--- config.mk ---
export PLATFORM = sky130hd
export DESIGN_NAME = ifg_timer
export DESIGN_NICKNAME = d
export VERILOG_FILES = /design/src/rtl/ifg_pkg.sv /design/src/rtl/ifg_event_sel.sv /design/src/rtl/ifg_counter.sv /design/src/rtl/ifg_fsm.sv /design/src/rtl/ifg_timer.sv
export SDC_FILE = /design/constraint.sdc
export NUM_CORES = 1
export LEC_CHECK = 0
export BUFFER_PORTS_ARGS = -buffer_cell sky130_fd_sc_hd__buf_2
export CORE_AREA = 2 2 39 41
export DETAILED_ROUTE_END_ITERATION = 7
export DIE_AREA = 0 0 41 43
export REMOVE_ABC_BUFFERS = 1
export SLEW_MARGIN = 0
export SYNTH_ARGS = -nofsm -noshare
export SYNTH_HDL_FRONTEND = slang
export SYNTH_SLANG_ARGS = --single-unit
--- constraint.sdc ---
create_clock -name clk -period 1.8 [get_ports clk]
set_input_delay 0.27 -clock clk [delete_from_list [all_inputs] [get_ports clk]]
set_output_delay 0.27 -clock clk [all_outputs]
set_load 0.05 [all_outputs]
--- src/rtl/ifg_pkg.sv ---
package ifg_pkg;
  typedef enum logic [1:0] {
    GAP_WAIT = 2'd0,
    GAP_RUN  = 2'd1,
    GAP_DONE = 2'd2
  } gap_state_t;
endpackage

--- src/rtl/ifg_event_sel.sv ---
module ifg_event_sel (
  input  logic full_duplex,
  input  logic carrier_sense,
  input  logic tx_start,
  input  logic tx_end,
  output logic abort,
  output logic fd_launch,
  output logic hd_carrier,
  output logic hd_mode
);
  // Mode-qualified events: carrier only matters in half duplex,
  // the end-of-transmit trigger only in full duplex.
  always_comb begin
    hd_mode    = ~full_duplex;
    abort      = tx_start;
    fd_launch  = full_duplex & tx_end & ~tx_start;
    hd_carrier = ~full_duplex & carrier_sense;
  end
endmodule

--- src/rtl/ifg_counter.sv ---
module ifg_counter #(
  parameter int GAP_BITS   = 96,
  parameter int EARLY_BITS = 64,
  localparam int CNT_W     = $clog2(GAP_BITS)
) (
  input  logic             clk,
  input  logic             rst,
  input  logic             clear,
  input  logic             bit_tick,
  output logic [CNT_W-1:0] count,
  output logic             early,
  output logic             terminal
);
  localparam logic [CNT_W-1:0] EARLY_LIM = CNT_W'(EARLY_BITS);
  localparam logic [CNT_W-1:0] LAST_VAL  = CNT_W'(GAP_BITS - 1);

  always_ff @(posedge clk) begin
    if (rst || clear) count <= '0;
    else if (bit_tick) count <= count + 1'b1;
  end

  always_comb begin
    early    = (count < EARLY_LIM);
    terminal = (count == LAST_VAL);
  end

  // without a tick and without a clear, the count holds
  p_hold_no_tick_r2: assert property (@(posedge clk) disable iff (rst)
    (!clear && !bit_tick) |=> $stable(count));
  // the count never passes the last bit time of the gap
  p_no_overflow_r2: assert property (@(posedge clk) disable iff (rst)
    count <= LAST_VAL);
endmodule

--- src/rtl/ifg_fsm.sv ---
module ifg_fsm
  import ifg_pkg::*;
(
  input  logic       clk,
  input  logic       rst,
  input  logic       bit_tick,
  input  logic       abort,
  input  logic       fd_launch,
  input  logic       hd_carrier,
  input  logic       hd_mode,
  input  logic       early,
  input  logic       terminal,
  output gap_state_t state,
  output logic       cnt_clear,
  output logic       gap_done
);
  gap_state_t nxt;

  always_comb begin
    nxt = state;
    if (abort) nxt = GAP_WAIT;
    else if (fd_launch) nxt = GAP_RUN;
    else begin
      unique case (state)
        GAP_WAIT: if (hd_mode && !hd_carrier) nxt = GAP_RUN;
        GAP_RUN: begin
          if (hd_carrier && early) nxt = GAP_WAIT;
          else if (bit_tick && terminal) nxt = GAP_DONE;
        end
        GAP_DONE: if (hd_carrier) nxt = GAP_WAIT;
        default: nxt = GAP_WAIT;
      endcase
    end
  end

  // Count only while staying in the running state; otherwise hold at zero.
  assign cnt_clear = (nxt != GAP_RUN) || (state != GAP_RUN) || fd_launch;

  always_ff @(posedge clk) begin
    if (rst) begin
      state    <= GAP_RUN;
      gap_done <= 1'b0;
    end else begin
      state    <= nxt;
      gap_done <= (nxt == GAP_DONE);
    end
  end

  // completion only follows a sampled tick
  p_done_on_tick_r2: assert property (@(posedge clk) disable iff (rst)
    $rose(gap_done) |-> $past(bit_tick));
  // early carrier drops back to waiting
  p_early_restart_r4: assert property (@(posedge clk) disable iff (rst)
    (state == GAP_RUN && hd_carrier && early && !abort) |=> (state == GAP_WAIT && !gap_done));
  // late in the gap nothing but tx_start stops the count
  p_late_hold_r5: assert property (@(posedge clk) disable iff (rst)
    (state == GAP_RUN && !early && !abort) |=> (state != GAP_WAIT));
  // carrier cancels a completed gap in half duplex
  p_carrier_clears_r6: assert property (@(posedge clk) disable iff (rst)
    (state == GAP_DONE && hd_carrier && !abort) |=> !gap_done);
  // in full duplex a completed gap persists regardless of carrier
  p_fd_persist_r8: assert property (@(posedge clk) disable iff (rst)
    (state == GAP_DONE && !hd_mode && !abort && !fd_launch) |=> gap_done);
  // a transmit start always clears the output
  p_start_clears_r9: assert property (@(posedge clk) disable iff (rst)
    abort |=> (!gap_done && state == GAP_WAIT));
endmodule

--- src/rtl/ifg_timer.sv ---
module ifg_timer #(
  parameter int GAP_BITS   = 96,
  parameter int EARLY_BITS = 64
) (
  input  logic clk,
  input  logic rst,
  input  logic bit_tick,
  input  logic carrier_sense,
  input  logic tx_start,
  input  logic tx_end,
  input  logic full_duplex,
  output logic gap_done
);
  import ifg_pkg::*;
  localparam int CNT_W = $clog2(GAP_BITS);

  logic abort, fd_launch, hd_carrier, hd_mode;
  logic cnt_clear, early, terminal;
  logic [CNT_W-1:0] count;
  gap_state_t state;

  ifg_event_sel u_sel (
    .full_duplex   (full_duplex),
    .carrier_sense (carrier_sense),
    .tx_start      (tx_start),
    .tx_end        (tx_end),
    .abort         (abort),
    .fd_launch     (fd_launch),
    .hd_carrier    (hd_carrier),
    .hd_mode       (hd_mode)
  );

  ifg_counter #(.GAP_BITS(GAP_BITS), .EARLY_BITS(EARLY_BITS)) u_cnt (
    .clk      (clk),
    .rst      (rst),
    .clear    (cnt_clear),
    .bit_tick (bit_tick),
    .count    (count),
    .early    (early),
    .terminal (terminal)
  );

  ifg_fsm u_fsm (
    .clk        (clk),
    .rst        (rst),
    .bit_tick   (bit_tick),
    .abort      (abort),
    .fd_launch  (fd_launch),
    .hd_carrier (hd_carrier),
    .hd_mode    (hd_mode),
    .early      (early),
    .terminal   (terminal),
    .state      (state),
    .cnt_clear  (cnt_clear),
    .gap_done   (gap_done)
  );

  // simultaneous start and end leaves the timer waiting
  p_start_wins_r10: assert property (@(posedge clk) disable iff (rst)
    (tx_start && tx_end) |=> (state == GAP_WAIT && count == '0));
endmodule

After elaboration in Yosys (flattened, before gate mapping)
Index checks and enable logic that the tools add are counted.

word-level totals
  bits in registers = 10
  input port bits = 7
  output and inout port bits = 1
  word-level logic and storage cells = 31

operators by class
  add/sub/neg operators = 1
  order comparisons = 1
  equality and inequality tests = 6
  mux-type cells = 7
  bitwise gates (word level) = 5
  reduce and logical (&&, ||, !) cells = 8

operators by type and width
  operator             count
  $mux 2               6
  $add 7x1->7 const B  1
  $eq 7x7->1 const B   1
  $lt 7x7->1 const B   1
  $pmux 2 s3           1
  $eq 2x2->1 const B   2
  $ne 2x1->1 const B   2
  $and 1x1->1          3
  $logic_and 1x1->1    3
  $logic_or 1x1->1     3
  $eq 2x1->1 const B   1
  $logic_not 2->1      1
  $not 1->1            2
  $logic_not 1->1      1

Logic depth before layout (Yosys ltp)
Gate-level depths: netlist of run 1.

  depth in word-level cells = 12
  gate-level depth with buffers = 5
  depth with buffers taken out = 5

Modules after synthesis
A second synthesis of run 1 with hierarchy kept.

unflattened totals
  cell total of the unflattened synthesis = 55
  area total of the unflattened synthesis = 490.5 µm²

by module, submodules not included
  module         instances  cells an instance  area each (µm²)  seq. area each (µm²)
  ifg_counter    1          36                 315.3            140.1
  ifg_fsm        1          15                 148.9            60.1
  ifg_event_sel  1          4                  26.3             0.0

Worst setup path before layout of run 1
Ideal clock, no wire load.

  path kind = register -> register
  from = reg u_cnt.count[0]
  to = reg u_cnt.count[5]
  library setup time = 0.069 ns
  arrival time = 1.240 ns
  required time = 1.731 ns
  slack = 0.491 ns
  cell stages (with the launch flop) = 5
  path buffers = 0
  clock period less this slack = 1.309 ns
  path through = dfxtp_1 -> ha_1 -> nand2_1 -> or4b_4 -> a21oi_2

on the way
  word-level cells in the longest chain between the ends = 11
  elaborated cells on any way between the ends = 14
  those cells by class = 1 x add/sub; 1 x order compare; 2 x eq/ne; 5 x mux; 5 x reduce/logical

RTL lines
  what                                                                 RTL line           text
  start, declared                                                      ifg_counter.sv:10  output logic [CNT_W-1:0] count,
  start signal, assigned                                               ifg_counter.sv:19  else if (bit_tick) count <= count + 1'b1;
  parallel branches: the longest is 11 deep, another holds $lt 7x7->1  n/a

Parallel ways; which one is timed is not known.
A chain may end at the register's enable or synchronous reset.

Final worst setup path of run 1
  from = reg u_cnt.count[0]
  to = reg u_fsm.gap_done

on the way
  word-level cells in the longest chain between the ends = 8
  elaborated cells on any way between the ends = 10
  those cells by class = 1 x order compare; 2 x eq/ne; 5 x mux; 2 x reduce/logical

RTL lines
  what                                                                RTL line       text
  parallel branches: the longest is 3 deep, another holds $lt 7x7->1  n/a
  $mux 2 (*)                                                          ifg_fsm.sv:27  if (hd_carrier && early) nxt = GAP_WAIT;
  $pmux 2 s3 (*)                                                      ifg_fsm.sv:24  unique case (state)
  $mux 2 (*)                                                          ifg_fsm.sv:22  else if (fd_launch) nxt = GAP_RUN;
  $mux 2 (*)                                                          ifg_fsm.sv:21  if (abort) nxt = GAP_WAIT;
  $eq 2x2->1 (*)                                                      ifg_fsm.sv:45  gap_done <= (nxt == GAP_DONE);
  end signal, assigned                                                ifg_fsm.sv:45
  end, declared                                                       ifg_fsm.sv:15  output logic gap_done

Every way passes the cells marked *.

==> results of run 1 <==
[power groups by stage]
| stage | registers (uW) | logic (uW) | clock network (uW) |
|---|---|---|---|
| global route | 227 | 30.5 | 218 |
| CTS | 227 | 27.4 | 215 |
| detailed placement | 232 | 27.1 | 0 |
| floorplan | 231 | 14.7 | 0 |
| finish | 227 | 27.0 | 203 |
| global placement | 232 | 27.4 | 0 |
[routing by layer]
| layer | up-vias | part of all wire [%] | global-route usage (%) |
|---|---|---|---|
| met1 | 162 | 45 | 15.1 |
| met3 | 2 | 7.5 | 7.85 |
| met2 | 9 | 46 | 17.8 |
| li1 | 202 | - | - |
| met5 | - | 0 | 0 |
| met4 | 0 | 1.2 | 6.00 |
[flip-flops by register name (all words and copies together), names as in the netlist]
name            cells
u_fsm.state         2
u_fsm.gap_done      1
u_cnt.count         7
[layout by cell type, fill, tap and decap left out, drive strengths merged]
master   n
nand3b   1
nand2b   2
nor3     4
and4bb   2
inv      3
o211a    1
xnor2    1
ha       1
dfxtp   10
or4b     2
nand2    4
a21oi    3
nor2     2
a32oi    1
or4      1
a22oi    1
clkbuf   4
buf      7
xor2     3
mux2i    1
nand4    3
o21ai    2
[stage by stage]
step	cells	hold WS [ns]	util [%]	power (uW)	setup slack [ns]
final	75	0.204	41.9	457	0.406
after detailed placement	71	0.492	39.2	259	0.398
after floorplan	48	0.359	-	246	0.491
after global routing	75	0.202	41.9	475	0.256
after CTS	75	0.198	41.9	469	0.387
after global placement	71	0.495	39.2	259	0.456
[cells by family after synthesis]
family | share of synthesized area [%]
multiplexers | 2.03
buffers and inverters | 3.30
AO/OA/AOI/OAI | 11.2
adder cells (fa/ha/maj) | 2.54
XOR/XNOR | 7.11
AND/OR/NAND/NOR | 33.2
flip-flops | 40.6
[final cells by class]
class                      instances  area (sq um)  share of cell area (%)
multi-input combinational         35           277                    47.7
sequential                        10           200                    34.6
clock buffer                       4          36.3                    6.26
timing repair buffer               7          35.0                    6.05
tap                               16          20.0                    3.46
inverter                           3          11.3                    1.94
[how the worst max path moves through the flow]
stage | start | endpoint | slack [ns] | cells after the start
after floorplan | u_cnt.count[0] | u_cnt.count[5] | 0.49 | 4
after global placement | u_cnt.count[0] | u_cnt.count[5] | 0.46 | 4
after detailed placement | u_cnt.count[0] | u_fsm.gap_done | 0.40 | 5
after CTS | u_cnt.count[0] | u_fsm.gap_done | 0.39 | 5
after global routing | u_cnt.count[0] | u_fsm.gap_done | 0.26 | 5
final | u_cnt.count[0] | u_fsm.gap_done | 0.41 | 5
==> summary.txt, run 1 <==
Run status
  – Status: completed

Global routing
  – Global Route Usage Sum: 12.8%
  – Vias in the first global route: 381
  – Pin count of the biggest net entering global routing: 8
  – Global-route wire length before repair: 1450 microns
  – Initial antenna violation count: 0
  – Total congestion overflow: 0

Run
  – Max-Cap Viols: 0

Cells and area
  – Layout cell share with drive strength beyond 1: 28.8%
  – Ant diodes: 0
  – Syn-to-layout area delta: 17.5%
  – Layout net count: 68
  – Design area: 579 sq um
  – Fillers: 141

Drt
  – Wire length per cell: 11.6 microns
  – Via count: 375
  – Via/cell ratio: 5.00
  – DRT antenna net count: 0
  – Wirelength, routed: 867 microns
  – Initial drt markers: 7
  – 1st-pass router iterations: 4
  – Drc violations: 0

Timing
  – Slew Limit Fails: 0
  – Maximum clock frequency: 717 MHz
  – Worst-case clock skew: 0.00514 ns
  – Final Hold Vio Count: 0
  – Final period util: 77.5%
  – Final setup violating endpoints: 0
  – RSZ-0062 raised after global routing: false
  – Slew @ Worst Pin: 0.318 ns
  – Setup TNS: 0 ns
  – Rel. slew slack: 78.7%
  – Post-layout min period: 1.39 ns

Min path
  – Hold path endpoint: u_fsm.state[0]
  – Worst hold path class: in2reg
  – Worst hold start: tx_start
  – Hold path cells: 2

CTS
  – Skew-Pair Late Insertion Delay: 0.27 ns
  – Root buf cell: clkbuf_4
  – CTS tree: yes
  – CTS max path bufs: 2
  – Clock transition at path regs: 0.07 ns
  – CTS Buf Count: 3
  – Clock sink count: 10
  – Hold_buf cts: 0
  – Post_cts resized: 0
  – Postcts setup bufs: 0
  – Htree depth: 1

Worst setup path
  – WS Path Type: reg2reg
  – Worst R2R Setup Slack: 0.41 ns
  – Crit. End Element: flop
  – Slowest-stage cell, CP: dfxtp_1
  – Worst EP required: 2.02 ns
  – R2R Path Start: u_cnt.count[0]
  – Cell family with most CP delay: simple AND/OR/NAND/NOR gates
  – CP bufs+invs: 0
  – CP peak stage delay: 0.38 ns
  – Crit Path Max Fanout: 5
  – CP startpoint kind: flop
  – Crit path DAT: 1.61 ns
  – Worst reg2reg endpoint: u_fsm.gap_done
  – CP Cell Sequence: ha_1 > nand2_1 > nor3_4 > a22oi_1 > and4bb_2
  – R2R depth: 5

Synth
  – Most frequent cell after synthesis: dfxtp_1
  – Post-synth top area cell: dfxtp_1
  – Cell Area, Synth: 493 sq um
  – Top_reg_cell synth: dfxtp_1
  – Mean Syn Cell Area: 10.1 sq um
  – Number of synthesized flops with an enable pin: 0
  – Synth async-reset ratio: 0%
  – Synth top area cells: dfxtp_1, xor2_1, and4bb_2, nand4_4, nor3_4
  – Unique masters post-synth: 25
  – Synth top area share: 40.6%
  – Synth Register Bits: 10
  – Sequential fraction of the synthesis area: 40.6%
  – Synth cell count leaders: dfxtp_1, nand2_1, inv_1, nor3_1, xor2_1
  – Yosys warns: 0
  – Cell count after synthesis: 49

Die
  – Die Span Y: 43 microns
  – I/O pin cnt: 8
  – Die Area: 0.00176 sq mm
  – DIE WIDTH: 41 microns
  – Core Region: 0.00138 sq mm
  – Initial Utilization: 35.6%
  – Row count: 14

Power and ir drop
  – NetSw: 96.8 uW
  – Int Pwr: 360 uW
  – Switching share of power: 21.2%
  – Pleak: 0.000211 uW
  – Worst VDD drop: 0.293 mV
  – Power Density: 789 mW/mm^2
  – Clk pwr share: 44.5%
  – Comb power frac: 5.9%
  – Sequential share of power: 49.6%

Placed design
  – Routability Congestion: 0.719
  – Buffers added on ports: 7
  – Area post-placement: 543 sq um
  – DPL Wire Length: 674 microns
Note: power is estimated with default switching activity, not from simulation.
==> run 2: changes to the inputs <==
==> constraint.sdc (replaced) <==
create_clock -name clk -period 1.3 [get_ports clk]
set_input_delay 0.195 -clock clk [delete_from_list [all_inputs] [get_ports clk]]
set_output_delay 0.195 -clock clk [all_outputs]
set_load 0.05 [all_outputs]
==> run 2 against run 1 <==
Effect of this change: combinational power increased by 71%; flip-flop and latch count unchanged; critical path depth decreased by 1; design area increased by 15%; sequential share of layout area decreased by 3.7 points; critical path type unchanged; critical endpoint is now u_cnt.count[6].
==> summary.txt, run 2 (synthesized netlist as in run 1, its figures left out) <==
Cells and area
  – Most flops, register: u_cnt.count (unchanged)
  – Layout cell share with drive strength beyond 1: 50.0% (was 28.8%)
  – Design area: 664 sq um (was 579 sq um)
  – Ant diodes: 0 (unchanged)
  – Biggest regs: u_cnt.count (7), u_fsm.state (2), u_fsm.gap_done (1) (unchanged)
  – Commonest cells after routing, fill and taps aside: buf_4, buf_2, dfxtp_1 (was dfxtp_1, buf_2, nand2_1)
  – Syn-to-layout area delta: 34.8% (was 17.5%)
  – Fillers: 136 (was 141)
  – Commonest non-fill, non-tap cell in the layout: buf_4 (was dfxtp_1)
  – Max reg flops: 7 (unchanged)
  – Layout net count: 77 (was 68)

Worst setup path
  – Worst EP required: 1.51 ns (was 2.02 ns)
  – Crit path DAT: 1.48 ns (was 1.61 ns)
  – Crit. End Element: flop (unchanged)
  – Crit Path Max Fanout: 3 (was 5)
  – CP startpoint kind: flop (unchanged)
  – WS Path Type: reg2reg (unchanged)
  – Worst R2R Setup Slack: 0.03 ns (was 0.41 ns)

Timing
  – Maximum clock frequency: 788 MHz (was 717 MHz)
  – Hold Slack: 0.133 ns (was 0.204 ns)
  – Post-layout min period: 1.27 ns (was 1.39 ns)
  – Worst-case clock skew: 0.00271 ns (was 0.00514 ns)
  – Rel. slew slack: 83.4% (was 78.7%)
  – Slew @ Worst Pin: 0.248 ns (was 0.318 ns)
  – Setup ws final: 0.0313 ns (was 0.406 ns)
  – Final period util: 97.6% (was 77.5%)
  – Final setup violating endpoints: 0 (unchanged)
  – Final Hold Vio Count: 0 (unchanged)
  – Slew Limit Fails: 0 (unchanged)

Power and ir drop
  – Pleak: 0.000259 uW (was 0.000211 uW)
  – Worst VDD drop: 0.620 mV (was 0.293 mV)
  – Comb power frac: 7.2% (was 5.9%)
  – Power Density: 962 mW/mm^2 (was 789 mW/mm^2)
  – Clk pwr share: 43.8% (was 44.5%)
  – Sequential share of power: 49.0% (was 49.6%)
  – NetSw: 134 uW (was 96.8 uW)
  – Switching share of power: 21.0% (was 21.2%)
  – Int Pwr: 505 uW (was 360 uW)

CTS
  – Clock transition at path regs: 0.07 ns (about the same)
  – Clock sink count: 10 (unchanged)
  – CTS tree: yes (unchanged)
  – Htree depth: 1 (unchanged)
  – Skew-Pair Late Insertion Delay: 0.27 ns (about the same)
  – Root buf cell: clkbuf_4 (unchanged)
  – CTS Buf Count: 3 (unchanged)
  – CTS max path bufs: 2 (unchanged)
  – Hold_buf cts: 0 (unchanged)

Run
  – Max-Cap Viols: 0 (unchanged)

Drt
  – Via count: 420 (was 375)
  – Via/cell ratio: 5.00 (unchanged)
  – DRT antenna net count: 0 (unchanged)
  – 1st-pass router iterations: 4 (unchanged)
  – Wire length per cell: 11.1 microns (was 11.6 microns)
  – Wirelength, routed: 932 microns (was 867 microns)
  – Initial drt markers: 13 (was 7)
  – Drc violations: 0 (unchanged)

Global routing
  – Vias in the first global route: 413 (was 381)
  – Global-route wire length before repair: 1600 microns (was 1450 microns)
  – Pin count of the biggest net entering global routing: 8 (unchanged)
  – Initial antenna violation count: 0 (unchanged)
  – Total congestion overflow: 0 (unchanged)
  – Global Route Usage Sum: 13.5% (was 12.8%)

Die
  – Row count: 14 (unchanged)
  – Die Area: 0.00176 sq mm (unchanged)
  – Initial Utilization: 35.6% (unchanged)
  – Die Span Y: 43 microns (unchanged)
  – Core Region: 0.00138 sq mm (unchanged)
  – I/O pin cnt: 8 (unchanged)
  – DIE WIDTH: 41 microns (unchanged)

Run status
  – Status: completed (unchanged)

Placed design
  – Area post-placement: 596 sq um (was 543 sq um)
  – Routability Congestion: 0.694 (was 0.719)
  – Buffers added on ports: 7 (unchanged)
  – Worst slack at placement: -0.00517 ns (was 0.398 ns)

Min path
  – Worst hold path class: in2reg (unchanged)
## run 2: power by group through the flow
stage	registers [uW]	logic [uW]	clock network, uW
5_1_grt	313	50.6	307
3_3_place_gp	320	41.8	0
3_5_place_dp	320	42.1	0
6_report	313	46.2	280
4_1_cts	313	42.4	282
2_1_floorplan	320	20.3	0
## run 2: per-stage QoR
step                      utilization (%)  power (uW)  cells  setup TNS (ns)
after floorplan                         -         340     48        -0.00933
after global placement               43.0         362     78               0
after detailed placement             43.0         362     78        -0.00517
after CTS                            45.8         637     82               0
after global routing                 48.0         670     84        -0.00546
final                                48.0         639     84               0
## run 2: cell type report
class                   instances  area [sq um]  area share (%)
clock buffers                   4          36.3            5.46
inverters                       3          11.3            1.69
multi-input cells              35           289            43.5
flip-flops and latches         10           205            30.9
well taps                      16          20.0            3.01
repair buffers                 16           103            15.4
## run 2: critical path, stage by stage, from the launching register on
cell	delay, ns
dfxtp_1	0.33
ha_2	0.20
inv_1	0.05
or4b_4	0.50
a21oi_2	0.11
## run 2: repair_timing
item,4_1_cts,5_1_grt
resized for setup,1,7
endpoints found under the setup margin,1,3
pin swaps,0,1
buffers inserted,0,2
## run 2: worst paths after layout
path | startpoint | depth (start not counted) | end
setup / recovery | u_cnt.count[0] | 4 | u_cnt.count[6]
hold / removal | tx_start | 2 | u_fsm.state[0]
setup reg to reg | u_cnt.count[0] | 4 | u_cnt.count[6]
hold reg to reg | u_cnt.count[4] | 2 | u_cnt.count[4]
## run 2: layer usage
metal | vias to the layer above | GRT usage [%] | part of all wire, % | wire length, microns
met2 | 10 | 20.9 | 55 | 516
met5 | - | 0 | 0 | 0
met3 | 0 | 3.14 | 6.0 | 56
met1 | 193 | 16.1 | 39 | 359
met4 | 0 | 8.00 | 0 | 0
li1 | 217 | - | - | -
